===== src/rtl/mac_pkg.sv =====
package mac_pkg;
  localparam int unsigned TAG_W = 64;

  typedef enum logic [1:0] {
    PH_IDLE = 2'd0,
    PH_LOAD = 2'd1,
    PH_RUN  = 2'd2,
    PH_DONE = 2'd3
  } phase_e;
endpackage


===== src/rtl/mac_seq.sv =====
module mac_seq
  import mac_pkg::*;
#(
  parameter int unsigned W = TAG_W
) (
  input  logic   clk_i,
  input  logic   rst_ni,
  input  logic   load_valid_i,
  input  logic   msg_valid_i,
  input  logic   fin_i,
  output phase_e phase_o,
  output logic   acc_ld_o,
  output logic   win_ld_o,
  output logic   msg_en_o
);
  localparam int unsigned LOAD_N = 2 * W;
  localparam int unsigned CNT_W  = $clog2(LOAD_N);

  phase_e           phase_q, phase_d;
  logic [CNT_W-1:0] cnt_q;
  logic [CNT_W-1:0] idx;
  logic             start;

  assign start    = load_valid_i && (phase_q != PH_LOAD);
  assign idx      = start ? '0 : cnt_q;
  assign acc_ld_o = load_valid_i && (idx < CNT_W'(W));
  assign win_ld_o = load_valid_i && (idx >= CNT_W'(W));
  assign msg_en_o = (phase_q == PH_RUN) && msg_valid_i && !load_valid_i;

  always_comb begin
    phase_d = phase_q;
    if (load_valid_i)
      phase_d = (idx == CNT_W'(LOAD_N - 1)) ? PH_RUN : PH_LOAD;
    else if (phase_q == PH_RUN && fin_i)
      phase_d = PH_DONE;
  end

  always_ff @(posedge clk_i or negedge rst_ni) begin
    if (!rst_ni) begin
      phase_q <= PH_IDLE;
      cnt_q   <= '0;
    end else begin
      phase_q <= phase_d;
      if (load_valid_i) cnt_q <= idx + CNT_W'(1);
    end
  end

  assign phase_o = phase_q;

  a_r3_load_exit: assert property (@(posedge clk_i) disable iff (!rst_ni)
    (phase_q == PH_LOAD && load_valid_i && cnt_q == CNT_W'(LOAD_N - 1)) |=> (phase_q == PH_RUN));
  a_r8_restart: assert property (@(posedge clk_i) disable iff (!rst_ni)
    (phase_q == PH_DONE && load_valid_i) |=> (phase_q == PH_LOAD));
  a_r6_idle_hold: assert property (@(posedge clk_i) disable iff (!rst_ni)
    (phase_q == PH_IDLE && !load_valid_i) |=> (phase_q == PH_IDLE));
endmodule


===== src/rtl/mac_acc.sv =====
module mac_acc #(
  parameter int unsigned W = 64
) (
  input  logic         clk_i,
  input  logic         rst_ni,
  input  logic         ld_i,
  input  logic         ld_bit_i,
  input  logic         msg_en_i,
  input  logic         msg_bit_i,
  input  logic [W-1:0] win_i,
  output logic [W-1:0] acc_o
);
  logic [W-1:0] acc_q;

  always_ff @(posedge clk_i or negedge rst_ni) begin
    if (!rst_ni)                   acc_q <= '0;
    else if (ld_i)                 acc_q <= {ld_bit_i, acc_q[W-1:1]};
    else if (msg_en_i && msg_bit_i) acc_q <= acc_q ^ win_i;
  end

  assign acc_o = acc_q;

  a_r4_zero_keeps: assert property (@(posedge clk_i) disable iff (!rst_ni)
    (msg_en_i && !msg_bit_i && !ld_i) |=> $stable(acc_q));
endmodule


===== src/rtl/mac_win.sv =====
module mac_win #(
  parameter int unsigned W = 64
) (
  input  logic         clk_i,
  input  logic         rst_ni,
  input  logic         ld_i,
  input  logic         ld_bit_i,
  input  logic         step_i,
  input  logic         ks_bit_i,
  output logic [W-1:0] win_o
);
  logic [W-1:0] win_q;

  always_ff @(posedge clk_i or negedge rst_ni) begin
    if (!rst_ni)     win_q <= '0;
    else if (ld_i)   win_q <= {ld_bit_i, win_q[W-1:1]};
    else if (step_i) win_q <= {ks_bit_i, win_q[W-1:1]};
  end

  assign win_o = win_q;

  a_r5_shift: assert property (@(posedge clk_i) disable iff (!rst_ni)
    step_i |=> (win_q[W-2:0] == $past(win_q[W-1:1])) && (win_q[W-1] == $past(ks_bit_i)));
endmodule


===== src/rtl/mac_tag_acc.sv =====
module mac_tag_acc
  import mac_pkg::*;
#(
  parameter int unsigned W = TAG_W
) (
  input  logic         clk_i,
  input  logic         rst_ni,
  input  logic         load_valid_i,
  input  logic         load_bit_i,
  input  logic         msg_valid_i,
  input  logic         msg_bit_i,
  input  logic         ks_bit_i,
  input  logic         fin_i,
  output logic [W-1:0] tag_o,
  output logic         tag_valid_o
);
  phase_e       phase;
  logic         acc_ld, win_ld, msg_en;
  logic [W-1:0] acc, win;

  mac_seq #(.W(W)) u_seq (
    .clk_i(clk_i), .rst_ni(rst_ni), .load_valid_i(load_valid_i),
    .msg_valid_i(msg_valid_i), .fin_i(fin_i), .phase_o(phase),
    .acc_ld_o(acc_ld), .win_ld_o(win_ld), .msg_en_o(msg_en)
  );

  mac_acc #(.W(W)) u_acc (
    .clk_i(clk_i), .rst_ni(rst_ni), .ld_i(acc_ld), .ld_bit_i(load_bit_i),
    .msg_en_i(msg_en), .msg_bit_i(msg_bit_i), .win_i(win), .acc_o(acc)
  );

  mac_win #(.W(W)) u_win (
    .clk_i(clk_i), .rst_ni(rst_ni), .ld_i(win_ld), .ld_bit_i(load_bit_i),
    .step_i(msg_en), .ks_bit_i(ks_bit_i), .win_o(win)
  );

  assign tag_valid_o = (phase == PH_DONE);
  assign tag_o       = tag_valid_o ? acc : '0;

  a_r8_tag_hold: assert property (@(posedge clk_i) disable iff (!rst_ni)
    (tag_valid_o && !load_valid_i) |=> (tag_valid_o && $stable(tag_o)));
  a_r7_fin_raises: assert property (@(posedge clk_i) disable iff (!rst_ni)
    (phase == PH_RUN && fin_i && !load_valid_i) |=> tag_valid_o);
endmodule


===== config.mk =====
export PLATFORM = sky130hd
export DESIGN_NAME = mac_tag_acc
export DESIGN_NICKNAME = d
export VERILOG_FILES = /design/src/rtl/mac_pkg.sv /design/src/rtl/mac_seq.sv /design/src/rtl/mac_acc.sv /design/src/rtl/mac_win.sv /design/src/rtl/mac_tag_acc.sv
export SDC_FILE = /design/constraint.sdc
export NUM_CORES = 1
export LEC_CHECK = 0
export BUFFER_PORTS_ARGS = -buffer_cell sky130_fd_sc_hd__buf_2
export CORE_MARGIN = 1
export CORE_UTILIZATION = 54
export DETAILED_ROUTE_END_ITERATION = 10
export PLACE_DENSITY = 0.81
export SLEW_MARGIN = 20
export SYNTH_ARGS = -nofsm -noshare
export SYNTH_HDL_FRONTEND = slang
export SYNTH_HIERARCHICAL = 1
export SYNTH_SLANG_ARGS = --single-unit

===== constraint.sdc =====
create_clock -name clk_i -period 2.3 [get_ports clk_i]
set_input_delay 0.115 -clock clk_i [delete_from_list [all_inputs] [get_ports clk_i]]
set_output_delay 0.115 -clock clk_i [all_outputs]
set_load 0.02 [all_outputs]

# Yosys cells after proc, flatten, opt, wreduce, memory -nomap -nowiden
# Cells that the tools add are included.
# word_totals
reg_bits,137
output_inout_bits,65
# classes
addsub,1
n_lt_le_gt_ge,2
n_eq_ne,4
mux,9
bitwise_logic,1
n_reduce_logical,11
# ops
op,n
two-way mux 64 bit,5
bitwise XOR 64 bit,1
"adder 7 x 1 -> 7 bit, second input constant",1
"equality test 7 bit, second input constant",1
"greater-or-equal comparator 7 bit, second input constant",1
logical AND 1 bit,7
"less-than comparator 7 bit, second input constant",1
two-way mux 7 bit,1
two-way mux 2 bit,3
nonzero test 2 bit,3
"equality test 2 bit, second input constant",2
"inequality test 2 x 1 -> 1 bit, second input constant",1
zero test 1 bit,1

# Logic depth before layout (Yosys ltp)
# logic_depth
word_depth,6
ltp_mapped,8
mapped_depth_nobuf,7

# Cells and area by module
# The synthesis kept the hierarchy.
# by_module_without_submodules
module,instances,cells_each,area_each_um2,seq_area_each_um2
mac_acc,1,348,3388.2,1601.5
mac_win,1,137,2695.1,1601.5
mac_tag_acc,1,79,545.5,0.0
mac_seq,1,51,485.5,225.2

# Least setup slack after synthesis
# OpenSTA, ideal clock, no wires.
# synth_path
path_type,reg-to-reg
startpoint,reg u_seq.phase_q[0] (netlist: u_seq/phase_o[0])
endpoint,reg u_seq.cnt_q[6]
t_arrival_ns,1.790
t_required_ns,2.180
slack_ns,0.391
stages_incl_launch_ff,9
n_path_buf,1
cell_sequence,dfrtp_1 -> nor2b_1 -> buf_2 -> nand2b_1 -> and2_1 -> ha_1 -> nand3_2 -> or3_1 -> a31o_1
# synth_between
elab_chain_cells,4
# synth_lines
element,line_no,rtl
start: declaration,mac_seq.sv:19,"phase_e phase_q, phase_d;"
start signal: assignment,mac_seq.sv:43,phase_q <= phase_d;
inequality test 2 x 1 -> 1 bit,mac_seq.sv:24,assign start = load_valid_i && (phase_q != PH_LOAD);
logical AND 1 bit,mac_seq.sv:24,
two-way mux 7 bit,mac_seq.sv:25,assign idx = start ? '0 : cnt_q;
adder 7 x 1 -> 7 bit,mac_seq.sv:44,if (load_valid_i) cnt_q <= idx + CNT_W'(1);
end signal: assignment,mac_seq.sv:44,
end: declaration,mac_seq.sv:20,logic [CNT_W-1:0] cnt_q;
# Every way passes these cells.
# A chain may end at the register's enable or synchronous reset.

# Worst setup path in the final report
# Same ends and word-level chain as after synthesis.

==> key figures <==
Route
  • Number of DRC markers after the initial detailed-route iteration: 382
  • Wire per inst: 16.41 um
  • Pre-Repair DR Iteration Count: 4
  • Mean number of vias per cell: 5.430
  • Final Routed Wirelength: 14.05 mm
  • Number of design rule violations left after detail routing: 0
  • Number of vias after detailed routing: 4,648
  • Remaining number of nets flagged by the antenna check after routing: 0

Global route
  • Antenna violations before repair: 0
  • Number of global-route vias before repair: 4,611
  • Largest net degree at the start of global routing: 81
  • Global-route wire length before repair: 22.87 mm
  • Global route total overflow: 0
  • Global router's overall resource usage: 21.85%

Worst setup path
  • R2R depth: 7
  • Type of the setup path with the least slack: flip-flop to flip-flop
  • Crit path arrival time: 2.36 ns
  • Worst Setup End Kind: flip-flop
  • Maximum cell stage delay along the critical path: 0.45 ns
  • Ordered list of cells on the worst path: nor2b_1 > nand2b_1 > and2_1 > ha_1 > nand3_2 > or3_1 > a31o_1
  • Maximum fanout along the worst path: 11
  • Category of cells accounting for the largest share of critical-path delay: simple AND/OR/NAND/NOR gates
  • Library cell contributing the largest single delay on the critical path: sky130_fd_sc_hd__dfrtp_2
  • Worst path depth: 7
  • Crit path launch type: flip-flop
  • Number of buffer and inverter instances along the worst setup path: 0
  • Required time of the worst setup path: 2.60 ns

Floorplan
  • Die span in x: 116.8 um
  • Die area: 13,640 um2
  • Area of the core: 12,720 um2
  • Initial cell density of the core: 55.92%
  • Ports: 73
  • Std cell rows: 41
  • Height of the die: 116.8 um

Timing
  • Worst setup margin: 0.2370 ns
  • Tcrit/Tclk final: 89.70%
  • Hold_ws: 0.02004 ns
  • Clock skew after layout: 0.01210 ns
  • Number of failing setup endpoints in the final timing report: 0
  • Min cycle time layout: 2.063 ns
  • Number of endpoints with negative hold slack in the final report: 0
  • Relative slew slack: 55.07%
  • Setup repair after global routing missed its margin: no
  • Pin slew with the least headroom to its limit: 0.6740 ns
  • Top achievable clock speed: 484.7 MHz
  • Sum of negative setup slack: 0 ns
  • Final count of pins violating max slew: 0

Final layout
  • Post-route insts no fill: 856
  • Layout net count: 680
  • Final Instance Area: 7953 um2
  • Share of final-layout standard cells stronger than drive strength 1: 31.14%
  • Final antenna diode count: 0
  • Synth-to-Final Area Change: 11.78%

Job
  • Number of max-capacitance violations reported: 0

Clock tree
  • Clock root buffer master: sky130_fd_sc_hd__clkbuf_16
  • Number of sinks on the clock net: 137
  • Buffers inserted by post-CTS timing repair: 0
  • Post-CTS Resized: 0
  • Number of clock buffers inserted by TritonCTS: 17
  • Clock transition at path regs: 0.06 ns
  • Insertion delay of the later-clocked pin in the worst-skew pair: 0.42 ns
  • CTS tree: done
  • Number of H-tree levels: 4
  • Clock tree buffer depth: 2

Logic synthesis
  • Top area cells in the synthesized netlist: sky130_fd_sc_hd__dfrtp_1, sky130_fd_sc_hd__mux2_4, sky130_fd_sc_hd__xor2_1
  • Post-Synthesis Mean Instance Area: 11.57 um2
  • Seq/Total Area, Yosys: 48.19%
  • Number of instances in the synthesized netlist: 615
  • Yosys top cell by area: sky130_fd_sc_hd__dfrtp_1
  • Total standard cell area after synthesis: 7114 um2
  • Number of distinct library cell variants in the gate-level netlist after synthesis: 36
  • Ys Warns: 6
  • Yosys reg bits: 137
  • Post-synth net total: 624
  • Area share of the largest cell type after synthesis: 48.19%

Place
  • Final GP Congestion: 0.7520
  • Number of instances in the placed design: 822
  • Worst slack, placed: 0.2581 ns
  • Total half-perimeter wirelength after legalization and detailed placement: 8.397 mm
  • Post-DP Area: 7363 um2
  • Number of buffers added on ports: 72

Power and ir drop
  • IR drop worst, VDD: 0.0005113 V
  • Power density relative to cell area: 796.6 nW/um2
  • Static Leakage: 4.067 nW

Worst hold path
  • Hold Path Cell Cnt: 3
  • Hold WC Path Type: input port to flip-flop

Status
  • Result of the run: complete, no violations
[cells by family (layout without fill, tap and decap cells)]
logic type               count (synthesis)  in the layout  synth area share [%]
AO/OA/AOI/OAI                           79             79                 5.962
XOR/XNOR                                64             64                 7.879
adder cells (fa/ha/maj)                  1              1                0.1758
buffers and inverters                   53            122                 7.176
flip-flops                             137            137                 48.19
multiplexers                            66             66                 13.58
AND/OR/NAND/NOR                        215            215                 17.04
[sequential cells by signal (all words and copies together) (netlist names)]
| signal | cells |
|---|---|
| u_acc/acc_o | 64 |
| u_win/win_o | 64 |
| u_seq/phase_o | 2 |
| u_seq/cnt_q | 7 |
[metrics by stage]
step	utilization [%]	power, mW
finish	62.51	6.335
CTS	62.51	6.368
detailed placement	57.88	3.752
global route	62.51	6.603
floorplan	-	3.563
global placement	57.88	3.695
[final cells by class]
class                   count  area (um2)
fillers                   988        4770
flip-flops and latches    137        3431
multi-input cells         425        3192
repair buffers             87       534.3
clock buffers              17       425.4
well taps                 172       215.2
clock inverters            15       143.9
inverters                   3       11.26
[layout by cell type, fill, tap and decap left out, drive strengths merged, types with 3 or more instances in the layout]
cell / n
a21oi: 6
and2: 3
and3: 65
buf: 85
clkbuf: 17
clkinv: 5
clkinvlp: 4
dfrtp: 137
inv: 8
mux2: 64
nand2: 70
nand3: 67
o21ai: 68
or3: 3
xor2: 64
[synth_stat cells (all sizes together)]
cell type / count
o21ai: 68
a22o: 1
nor4: 1
xor2: 64
nand2: 70
nand3b: 1
mux2i: 2
or3: 3
nand3: 67
a211oi: 1
dfrtp: 137
buf: 36
inv: 3
a31o: 1
a21oi: 6
o221ai: 1
o41ai: 1
nand2b: 1
and3: 65
nor2: 2
clkbuf: 14
nor3: 1
mux2: 64
ha: 1
nor2b: 1
and2: 3
[final timing paths]
kind,startpoint,slack (ns),to
worst max-delay path,u_seq/phase_o[0]$_DFFE_PN0P_,0.24,u_seq/cnt_q[6]$_DFFE_PN0P_
worst min-delay path,fin_i,0.02,u_seq/phase_o[0]$_DFFE_PN0P_
worst max register to register,u_seq/phase_o[0]$_DFFE_PN0P_,0.24,u_seq/cnt_q[6]$_DFFE_PN0P_
worst min register to register,u_seq/cnt_q[5]$_DFFE_PN0P_,0.51,u_seq/cnt_q[5]$_DFFE_PN0P_
max in group asynchronous,rst_ni,1.23,u_acc/acc_o[9]$_DFFE_PN0P_
min in group asynchronous,rst_ni,0.29,u_seq/cnt_q[3]$_DFFE_PN0P_
[routing by layer]
layer  global-route usage (%)  share of wire [%]  vias up
li1                         -                  -     2230
met3                    4.995                3.2       25
met1                    29.33                 45     2298
met4                    8.608                1.8        0
met5                        0                  0        -
met2                    34.67                 50       95
[worst register-to-register path: cells and delay by family, from the launching register on]
family | cells | cell delay (ns)
AOI/OAI and AO/OA | 1 | 0.22
adders and majority gates | 1 | 0.24
DFF | 1 | 0.45
and+or+nand+nor | 5 | 1.05
[power by group]
group	total (mW)	internal (mW)	switching [mW]
sequential	2.95	2.68	0.272
clock	2.60	1.51	1.09
combinational	0.787	0.317	0.470
[timing repair]
item                                    4_1_cts  5_1_grt
endpoints found under the setup margin        0        0
hold endpoints to repair                     75        0
hold buffers                                  2        0
Note: power is estimated with default switching activity, not from simulation.
